## src/rtl/pwm_pkg.sv

```systemverilog
package pwm_pkg;
    localparam int NUM_CH_DEF   = 4;
    localparam int ADDR_W_DEF   = 10;
    localparam int DATA_W_DEF   = 32;
    localparam int CNT_W_DEF    = 16;
    localparam int PRE_W_DEF    = 4;

    // global register offsets
    localparam int OFS_START    = 'h004;
    localparam int OFS_STOP     = 'h008;
    localparam int OFS_RUNNING  = 'h00C;
    localparam int OFS_FLAGS    = 'h01C;

    // channel windows
    localparam int WIN_BASE     = 'h200;
    localparam int WIN_STRIDE_LG = 5;

    // offsets within a channel window
    localparam int WOFS_MODE    = 'h00;
    localparam int WOFS_DUTY    = 'h04;
    localparam int WOFS_DSTAGE  = 'h08;
    localparam int WOFS_PRD     = 'h0C;
    localparam int WOFS_PSTAGE  = 'h10;

    // mode register bit positions
    localparam int MODE_POL_BIT = 9;
    localparam int MODE_SEL_BIT = 10;
endpackage

```

## src/rtl/pwm_prescale.sv

```systemverilog
module pwm_prescale #(
    parameter int PRE_W = 4
) (
    input  logic             clk,
    input  logic             rst_n,
    input  logic             run,
    input  logic [PRE_W-1:0] shift,
    output logic             tick
);
    localparam int DIV_W = (1 << PRE_W) - 1;

    typedef struct packed {
        logic [DIV_W-1:0] div;
    } pre_st_t;

    pre_st_t st_d, st_q;
    logic [DIV_W-1:0] mask;

    always_comb begin
        st_d = st_q;
        mask = (DIV_W'(1) << shift) - DIV_W'(1);
        tick = run && ((st_q.div & mask) == mask);
        if (run) begin
            st_d.div = st_q.div + DIV_W'(1);
        end else begin
            st_d.div = '0;
        end
    end

    always_ff @(posedge clk) begin
        if (!rst_n) begin
            st_q <= '0;
        end else begin
            st_q <= st_d;
        end
    end
endmodule

```

## src/rtl/pwm_chan.sv

```systemverilog
module pwm_chan
    import pwm_pkg::*;
#(
    parameter int CNT_W  = 16,
    parameter int PRE_W  = 4,
    parameter int DATA_W = 32
) (
    input  logic              clk,
    input  logic              rst_n,
    input  logic              run,
    input  logic              wr_mode,
    input  logic              wr_duty,
    input  logic              wr_dstage,
    input  logic              wr_prd,
    input  logic              wr_pstage,
    input  logic [DATA_W-1:0] wdata,
    output logic [PRE_W-1:0]  shift_o,
    output logic              pol_o,
    output logic              sel_o,
    output logic [CNT_W-1:0]  duty_o,
    output logic [CNT_W-1:0]  dstage_o,
    output logic [CNT_W-1:0]  prd_o,
    output logic [CNT_W-1:0]  pstage_o,
    output logic              wrap_o,
    output logic              pwm_o
);
    typedef struct packed {
        logic [PRE_W-1:0] shift;
        logic             pol;
        logic             sel;
        logic [CNT_W-1:0] duty;
        logic [CNT_W-1:0] prd;
        logic [CNT_W-1:0] dstage;
        logic [CNT_W-1:0] pstage;
        logic             dpend;
        logic             ppend;
        logic [CNT_W-1:0] cnt;
        logic             out;
    } chan_st_t;

    chan_st_t st_d, st_q;
    logic     tick;
    logic     wrap;
    logic     act;

    pwm_prescale #(.PRE_W(PRE_W)) u_pre (
        .clk   (clk),
        .rst_n (rst_n),
        .run   (run),
        .shift (st_q.shift),
        .tick  (tick)
    );

    always_comb begin
        st_d = st_q;
        wrap = tick && (st_q.cnt == st_q.prd);

        // counter
        if (!run) begin
            st_d.cnt = '0;
        end else if (tick) begin
            st_d.cnt = wrap ? '0 : st_q.cnt + CNT_W'(1);
        end

        // staged values land at the wrap
        if (wrap) begin
            if (st_q.dpend) st_d.duty = st_q.dstage;
            if (st_q.ppend) st_d.prd  = st_q.pstage;
            st_d.dpend = 1'b0;
            st_d.ppend = 1'b0;
        end

        // live settings change only while stopped
        if (!run) begin
            if (wr_mode) begin
                st_d.shift = wdata[PRE_W-1:0];
                st_d.pol   = wdata[MODE_POL_BIT];
                st_d.sel   = wdata[MODE_SEL_BIT];
            end
            if (wr_duty) begin
                st_d.duty  = wdata[CNT_W-1:0];
                st_d.dpend = 1'b0;
            end
            if (wr_prd) begin
                st_d.prd   = wdata[CNT_W-1:0];
                st_d.ppend = 1'b0;
            end
        end

        // staging writes are taken at any time
        if (wr_dstage) begin
            if (st_q.sel) begin
                st_d.pstage = wdata[CNT_W-1:0];
                st_d.ppend  = 1'b1;
            end else begin
                st_d.dstage = wdata[CNT_W-1:0];
                st_d.dpend  = 1'b1;
            end
        end
        if (wr_pstage) begin
            st_d.pstage = wdata[CNT_W-1:0];
            st_d.ppend  = 1'b1;
        end

        // output level follows the next state
        act = (st_d.duty != '0) &&
              ((st_d.duty >= st_d.prd) || (st_d.cnt >= st_d.duty));
        st_d.out = (run && act) ^ st_d.pol;
    end

    always_ff @(posedge clk) begin
        if (!rst_n) begin
            st_q <= '0;
        end else begin
            st_q <= st_d;
        end
    end

    assign shift_o  = st_q.shift;
    assign pol_o    = st_q.pol;
    assign sel_o    = st_q.sel;
    assign duty_o   = st_q.duty;
    assign dstage_o = st_q.dstage;
    assign prd_o    = st_q.prd;
    assign pstage_o = st_q.pstage;
    assign wrap_o   = wrap;
    assign pwm_o    = st_q.out;
endmodule

```

## src/rtl/pwm_bank.sv

```systemverilog
module pwm_bank
    import pwm_pkg::*;
#(
    parameter int NUM_CH = NUM_CH_DEF,
    parameter int ADDR_W = ADDR_W_DEF,
    parameter int DATA_W = DATA_W_DEF,
    parameter int CNT_W  = CNT_W_DEF,
    parameter int PRE_W  = PRE_W_DEF
) (
    input  logic              clk,
    input  logic              rst_n,
    input  logic              bus_sel,
    input  logic              bus_wr,
    input  logic [ADDR_W-1:0] bus_addr,
    input  logic [DATA_W-1:0] bus_wdata,
    output logic [DATA_W-1:0] bus_rdata,
    output logic [NUM_CH-1:0] pwm_out
);
    localparam int CH_W    = $clog2(NUM_CH);
    localparam int WIN_LSB = WIN_STRIDE_LG + CH_W;

    typedef struct packed {
        logic [NUM_CH-1:0] en;
        logic [NUM_CH-1:0] flags;
    } bank_st_t;

    bank_st_t st_d, st_q;

    logic                     win_hit;
    logic [CH_W-1:0]          win_ch;
    logic [WIN_STRIDE_LG-1:0] win_ofs;
    logic                     do_wr;
    logic                     do_rd;
    logic                     flag_rd;

    logic [NUM_CH-1:0] en_vec;
    logic [NUM_CH-1:0] flag_vec;
    logic [NUM_CH-1:0] wrap_vec;

    logic [PRE_W-1:0] shift_a  [NUM_CH];
    logic             pol_a    [NUM_CH];
    logic             sel_a    [NUM_CH];
    logic [CNT_W-1:0] duty_a   [NUM_CH];
    logic [CNT_W-1:0] dstage_a [NUM_CH];
    logic [CNT_W-1:0] prd_a    [NUM_CH];
    logic [CNT_W-1:0] pstage_a [NUM_CH];

    assign do_wr   = bus_sel && bus_wr;
    assign do_rd   = bus_sel && !bus_wr;
    assign win_hit = (bus_addr >> WIN_LSB) == ADDR_W'(WIN_BASE >> WIN_LSB);
    assign win_ch  = bus_addr[WIN_STRIDE_LG +: CH_W];
    assign win_ofs = bus_addr[WIN_STRIDE_LG-1:0];
    assign flag_rd = do_rd && (bus_addr == ADDR_W'(OFS_FLAGS));

    for (genvar i = 0; i < NUM_CH; i++) begin : g_ch
        logic hit;
        assign hit = do_wr && win_hit && (win_ch == CH_W'(i));

        pwm_chan #(.CNT_W(CNT_W), .PRE_W(PRE_W), .DATA_W(DATA_W)) u_chan (
            .clk       (clk),
            .rst_n     (rst_n),
            .run       (st_q.en[i]),
            .wr_mode   (hit && (win_ofs == WIN_STRIDE_LG'(WOFS_MODE))),
            .wr_duty   (hit && (win_ofs == WIN_STRIDE_LG'(WOFS_DUTY))),
            .wr_dstage (hit && (win_ofs == WIN_STRIDE_LG'(WOFS_DSTAGE))),
            .wr_prd    (hit && (win_ofs == WIN_STRIDE_LG'(WOFS_PRD))),
            .wr_pstage (hit && (win_ofs == WIN_STRIDE_LG'(WOFS_PSTAGE))),
            .wdata     (bus_wdata),
            .shift_o   (shift_a[i]),
            .pol_o     (pol_a[i]),
            .sel_o     (sel_a[i]),
            .duty_o    (duty_a[i]),
            .dstage_o  (dstage_a[i]),
            .prd_o     (prd_a[i]),
            .pstage_o  (pstage_a[i]),
            .wrap_o    (wrap_vec[i]),
            .pwm_o     (pwm_out[i])
        );
    end

    // global state: run mask and sticky wrap flags
    always_comb begin
        st_d = st_q;
        if (do_wr && (bus_addr == ADDR_W'(OFS_START))) begin
            st_d.en = st_q.en | bus_wdata[NUM_CH-1:0];
        end
        if (do_wr && (bus_addr == ADDR_W'(OFS_STOP))) begin
            st_d.en = st_q.en & ~bus_wdata[NUM_CH-1:0];
        end
        st_d.flags = (flag_rd ? '0 : st_q.flags) | wrap_vec;
    end

    always_ff @(posedge clk) begin
        if (!rst_n) begin
            st_q <= '0;
        end else begin
            st_q <= st_d;
        end
    end

    // read mux
    always_comb begin
        bus_rdata = '0;
        if (win_hit) begin
            unique case (win_ofs)
                WIN_STRIDE_LG'(WOFS_MODE): begin
                    bus_rdata[PRE_W-1:0]    = shift_a[win_ch];
                    bus_rdata[MODE_POL_BIT] = pol_a[win_ch];
                    bus_rdata[MODE_SEL_BIT] = sel_a[win_ch];
                end
                WIN_STRIDE_LG'(WOFS_DUTY):   bus_rdata[CNT_W-1:0] = duty_a[win_ch];
                WIN_STRIDE_LG'(WOFS_DSTAGE): bus_rdata[CNT_W-1:0] = dstage_a[win_ch];
                WIN_STRIDE_LG'(WOFS_PRD):    bus_rdata[CNT_W-1:0] = prd_a[win_ch];
                WIN_STRIDE_LG'(WOFS_PSTAGE): bus_rdata[CNT_W-1:0] = pstage_a[win_ch];
                default: ;
            endcase
        end else if (bus_addr == ADDR_W'(OFS_RUNNING)) begin
            bus_rdata[NUM_CH-1:0] = st_q.en;
        end else if (bus_addr == ADDR_W'(OFS_FLAGS)) begin
            bus_rdata[NUM_CH-1:0] = st_q.flags;
        end
    end

    assign en_vec   = st_q.en;
    assign flag_vec = st_q.flags;
endmodule

```

## config.mk

```make
export PLATFORM = sky130hd
export DESIGN_NAME = pwm_bank
export DESIGN_NICKNAME = d
export VERILOG_FILES = /design/src/rtl/pwm_pkg.sv /design/src/rtl/pwm_prescale.sv /design/src/rtl/pwm_chan.sv /design/src/rtl/pwm_bank.sv
export SDC_FILE = /design/constraint.sdc
export NUM_CORES = 1
export LEC_CHECK = 0
export ABC_AREA = 1
export BUFFER_PORTS_ARGS = -buffer_cell sky130_fd_sc_hd__buf_2
export CAP_MARGIN = 20
export CELL_PAD_IN_SITES_DETAIL_PLACEMENT = 1
export CELL_PAD_IN_SITES_GLOBAL_PLACEMENT = 1
export CORE_UTILIZATION = 41
export DETAILED_ROUTE_END_ITERATION = 8
export GPL_TIMING_DRIVEN = 0
export PLACE_DENSITY_LB_ADDON = 0.1
export SYNTH_ARGS = -nofsm -noshare
export SYNTH_HDL_FRONTEND = slang
export SYNTH_HIERARCHICAL = 1
export SYNTH_SLANG_ARGS = --single-unit
```

## constraint.sdc

```tcl
create_clock -name clk -period 3.7 [get_ports clk]
set_input_delay 0.74 -clock clk [delete_from_list [all_inputs] [get_ports clk]]
set_output_delay 0.74 -clock clk [all_outputs]
set_load 0.01 [all_outputs]
```

---- Word-level counts from Yosys, hierarchy flattened ----
Cells that the tools add are included.
cells by class
  $lt $le $gt $ge ......................... 9
  bitwise logic cells ..................... 21
  reductions and logical operators ........ 82
  mux-type cells .......................... 112
  equal/unequal tests ..................... 20
  shift operators ......................... 4
  add/sub/neg operators ................... 12
operators with widths
  cell                     number
  $mux W16                 44
  $mux W34                 4
  $bmux W16 S2             4
  $ge A16 B16 Y1           8
  $mux W32                 4
  $mux W18                 4
  $add A16 B1 Y16 const B  4
  $eq A16 B16 Y1           4
  $reduce_bool A16 Y1      4
  $add A15 B1 Y15 const B  4
  $and A15 B15 Y15         4
  $eq A15 B15 Y1           4
  $shl A1 B4 Y15 const A   4
  $sub A15 B2 Y15 const B  4
  $logic_and A1 B1 Y1      46
  $pmux W5 S4              2
  $mux W4                  8
  $reduce_and A2 Y1        16
  $mux W1                  24
  $mux W2                  12
  $eq A10 B4 Y1 const B    2
  $pmux W4 S5              1
  $reduce_bool A2 Y1       9
  $mux W12                 1
  other kinds (22)         39
storage, ports and cells
  output and inout bits ................... 36
  word-level logic and storage cells ...... 310
  bits of input ports ..................... 46
  bits in registers ....................... 424

---- Longest topological paths before layout ----
  word-level depth ........................ 14
  depth in mapped cells ................... 38
  depth with buffers taken out ............ 36

---- Cells and area by module ----
The synthesis kept the hierarchy.
modules (own cells, without submodules)
  module                         seq. area each (µm²)  cells an instance  times used  area an instance (µm²)
  pwm_chan (g_ch[0].u_chan ...)  1781.7                832                3           5549.1
  pwm_chan (g_ch[3].u_chan)      1781.7                827                1           5654.2
  pwm_prescale                   300.3                 172                4           1048.5
  pwm_bank                       160.2                 754                1           3448.3

---- Worst setup path before layout ----
OpenSTA, ideal clock, no wires.
  path kind ............................... reg2reg
  from .................................... register g_ch[3].u_chan.st_q (netlist bit g_ch[3].u_chan/shift_o[3])
  to ...................................... register g_ch[3].u_chan.st_q (netlist bit g_ch[3].u_chan/pwm_o)
  buffers on the path ..................... 2
  setup time .............................. 0.109 ns
  cell stages (with the launch flop) ...... 33
  data arrival time ....................... 3.970 ns
  clock period less this slack ............ 4.079 ns
  path slack .............................. -0.379 ns
  required time ........................... 3.591 ns
  cell sequence ........................... dfxtp_1 -> buf_4 -> nor2_4 -> nand3_1 -> ha_1 -> inv_1 -> nand2_1 -> nand3_1 -> nand3_1 -> nor2_1 -> nand2_1 -> nor2_2 -> inv_2 -> a21oi_2 -> o2111ai_1 -> nor4_1 -> nand4_1 -> nor3_1 -> or2_2 -> clkbuf_1 -> nor3_1 -> ha_1 -> a21oi_1 -> nand3b_1 -> a21oi_1 -> a2111oi_0 -> o211ai_1 -> a21oi_1 -> nand2_1 -> nand2_1 -> nand2_1 -> nand2_1 -> inv_1
RTL lines
  item                    line             source
  from (decl)             pwm_chan.sv:41   chan_st_t st_d, st_q;
  from (signal assigned)  pwm_chan.sv:115  st_q <= st_d;

==> out/summary.txt <==
Fill cells - 9572
Library cells used by synthesis - 52
Tmin final - 4.35 ns
First-pass GRT wire length - 202 mm
RSZ-0062 raised after global routing - yes
Share of the synthesized area in the top cell type - 28.3%
EDFF count, synth - 0
Initial Util - 41.7%
Slowest cell on crit path - dfxtp_2
Grt total ovfl - 0
Synth warnings - 6
TritonCTS clock tree - built
Primary FF master, synth - dfxtp_1
Wire length per cell - 23.0 microns
Post-route total power - 10.6 mW
Worst skew pair latency - 0.63 ns
Die Wd - 272 microns
Worst-Margin Slew - 1.07 ns
Pins Over Slew Limit - 0
I/O pins - 82
Slew margin rel. - 28.5%
Synth-to-layout area growth - 22.6%
Fin util - 51.1%
GRT Resource Usage Total - 36.1%
Worst-path fanout max - 7
H-tree depth - 2
CTS root buf - clkbuf_16
CP Data Required Time - 4.23 ns
Worst Hold Class - flip-flop to flip-flop
WS Path Type - flip-flop to flip-flop
Largest net degree at the start of global routing - 30
Static Leakage - 17.2 nW
Failing checks - negative setup slack
CTS Sinks - 424
Final hold violation count - 0
Longest Clk Path Bufs - 3
Syn Inst Count - 4765
Yosys reg bits - 424
Mapped Area - 0.0299 sq mm
Drt via density - 5.48
Die H - 272 microns
FFs w/ async S/R, synth - 0%
Final WS setup - -0.649 ns
Routed Antenna Nets - 0
DRT iter0 DRCs - 2996
GPL Wtd Cong - 1.06
Die area - 0.0741 sq mm
Row count - 98
Setup Skew - 0.0184 ns
Clock slew seen by the registers of the worst setup and hold paths - 0.06 ns
Vias in the first global route - 32500
DRC viols - 0
Maxcap violations - 0
Final worst path period share - 118%
Area contributors post-synth - dfxtp_1 (28%), nand2_1 (17%), nor2_1 (9.1%)
Register area share after synthesis - 28.3%
Most frequent cells in the layout - nand2_1 (1271), nor2_1 (707), buf_4 (474)
Worst Setup Start Kind - flip-flop
Fmax - 230 MHz
Most frequent CP cell - nand2_1
Num CTS Buffers - 54
Core area - 0.0719 sq mm
Setup-failing EPs final - 4
Number of nets in the layout - 5258
Pwr dens - 288 mW/mm^2
Area leader, netlist - dfxtp_1
Commonest non-fill, non-tap cell in the layout - nand2_1
Reg area - 0.00853 sq mm
CP peak stage delay - 0.33 ns
Hold_buf cts - 0
Outcome - complete, but fails checks
1st-pass router iterations - 5
Routed wire length - 140 mm
Multi-input gate area - 0.0182 sq mm
Worst EP arrival - 4.88 ns
DR vias - 33300
Layout cell share with drive strength beyond 1 - 23.8%
Port bufs - 46
Initial antenna violation count - 6
DP HPWL - 103 mm
Synthesized area per cell - 6.28 sq um
Peak supply drop - 0.337 mV
Worst setup EP type - flip-flop
Yosys cell counts, types with 24 or more instances:
| master | number |
|---|---|
| nand2_1 | 1352 |
| ha_1 | 132 |
| or2_2 | 70 |
| buf_2 | 32 |
| o21ai_0 | 280 |
| a21oi_1 | 174 |
| nor4_1 | 44 |
| dfxtp_1 | 424 |
| buf_4 | 295 |
| nand4_1 | 83 |
| buf_6 | 24 |
| inv_2 | 59 |
| nor3_1 | 100 |
| xor2_1 | 24 |
| nor2_1 | 726 |
| nand3_1 | 182 |
| nor2_4 | 26 |
| clkbuf_1 | 83 |
| o211ai_1 | 44 |
| inv_1 | 434 |
what timing repair did:
| item | CTS | global route |
|---|---|---|
| resized for setup | 209 | 275 |
| setup endpoints to repair | 86 | 7 |
| pin swaps | 110 | 162 |
| gates cloned | 1 | 5 |
| setup buffers | 146 | 83 |
through the flow:
| step | std cells | setup TNS (ns) | setup slack (ns) | hold WS [ns] | cell area (sq um) |
|---|---|---|---|---|---|
| after floorplan | 4780 | -0.501 | -0.304 | 0.430 | 30200 |
| after global placement | 5776 | -26.17 | -2.39 | 0.445 | 31600 |
| after detailed placement | 5777 | -25.42 | -1.96 | 0.453 | 31600 |
| after CTS | 6017 | -4.25 | -0.817 | 0.464 | 35300 |
| after global routing | 6074 | -3.48 | -0.946 | 0.474 | 36700 |
| final | 6075 | -2.45 | -0.649 | 0.460 | 36700 |
final timing paths:
kind / from / to / slack [ns] / depth (start not counted)
setup reg to reg: g_ch[0].u_chan/shift_o[2] / g_ch[0].u_chan/pwm_o / -0.65 / 34
hold reg to reg: g_ch[2].u_chan/u_pre/st_q[14] / g_ch[2].u_chan/u_pre/st_q[14] / 0.46 / 2
setup / recovery: g_ch[0].u_chan/shift_o[2] / g_ch[0].u_chan/pwm_o / -0.65 / 34
hold / removal: g_ch[2].u_chan/u_pre/st_q[14] / g_ch[2].u_chan/u_pre/st_q[14] / 0.46 / 2
sequential cells by signal, summed over array words and instances (netlist names), named ones only:
register                count
g_ch.u_chan/sel_o           4
g_ch.u_chan/u_pre/st_q     60
g_ch.u_chan/duty_o         64
flag_vec                    4
g_ch.u_chan/st_q           72
g_ch.u_chan/dstage_o       64
g_ch.u_chan/pol_o           4
g_ch.u_chan/shift_o        16
g_ch.u_chan/pwm_o           4
g_ch.u_chan/prd_o          64
g_ch.u_chan/pstage_o       64
power breakdown:
group / internal (mW) / total [mW] / switching, mW
sequential: 4.56 / 4.56 / 0.00151
clock: 3.31 / 5.58 / 2.27
combinational: 0.0881 / 0.448 / 0.360
area by class of cell:
class | count | area share [%]
multi-input cells | 3419 | 49.5
flip-flops and latches | 424 | 23.2
plain buffers | 426 | 8.44
inverters | 502 | 5.32
repair buffers | 253 | 5.29
clock buffers | 80 | 4.45
well taps | 950 | 3.24
clock inverters | 20 | 0.559
diodes | 1 | 0.00681
cells by family after synthesis:
kind of cell,count (synthesis),share of synthesized area (%)
AO/OA/AOI/OAI,572,10.6
XOR/XNOR,33,0.965
adder cells (fa/ha/maj),132,5.52
buffers and inverters,938,16.2
flip-flops,424,28.3
other,1,0.0125
AND/OR/NAND/NOR,2665,38.4
routing by layer:
layer  track usage (%)  part of all wire [%]
met1              49.2                    44
met2              58.6                    45
met3              4.51                   7.0
met4              12.5                   3.7
met5                 0                 0.021
worst max-delay path: cells and delay by family (launching register included):
kind / cells / cell delay (ns)
and+or+nand+nor: 18 / 1.76
buffers and inverters: 9 / 0.93
AOI/OAI and AO/OA: 5 / 0.71
DFF: 1 / 0.33
adders and majority gates: 2 / 0.50
No activity file was read; power rests on OpenSTA's default activity.
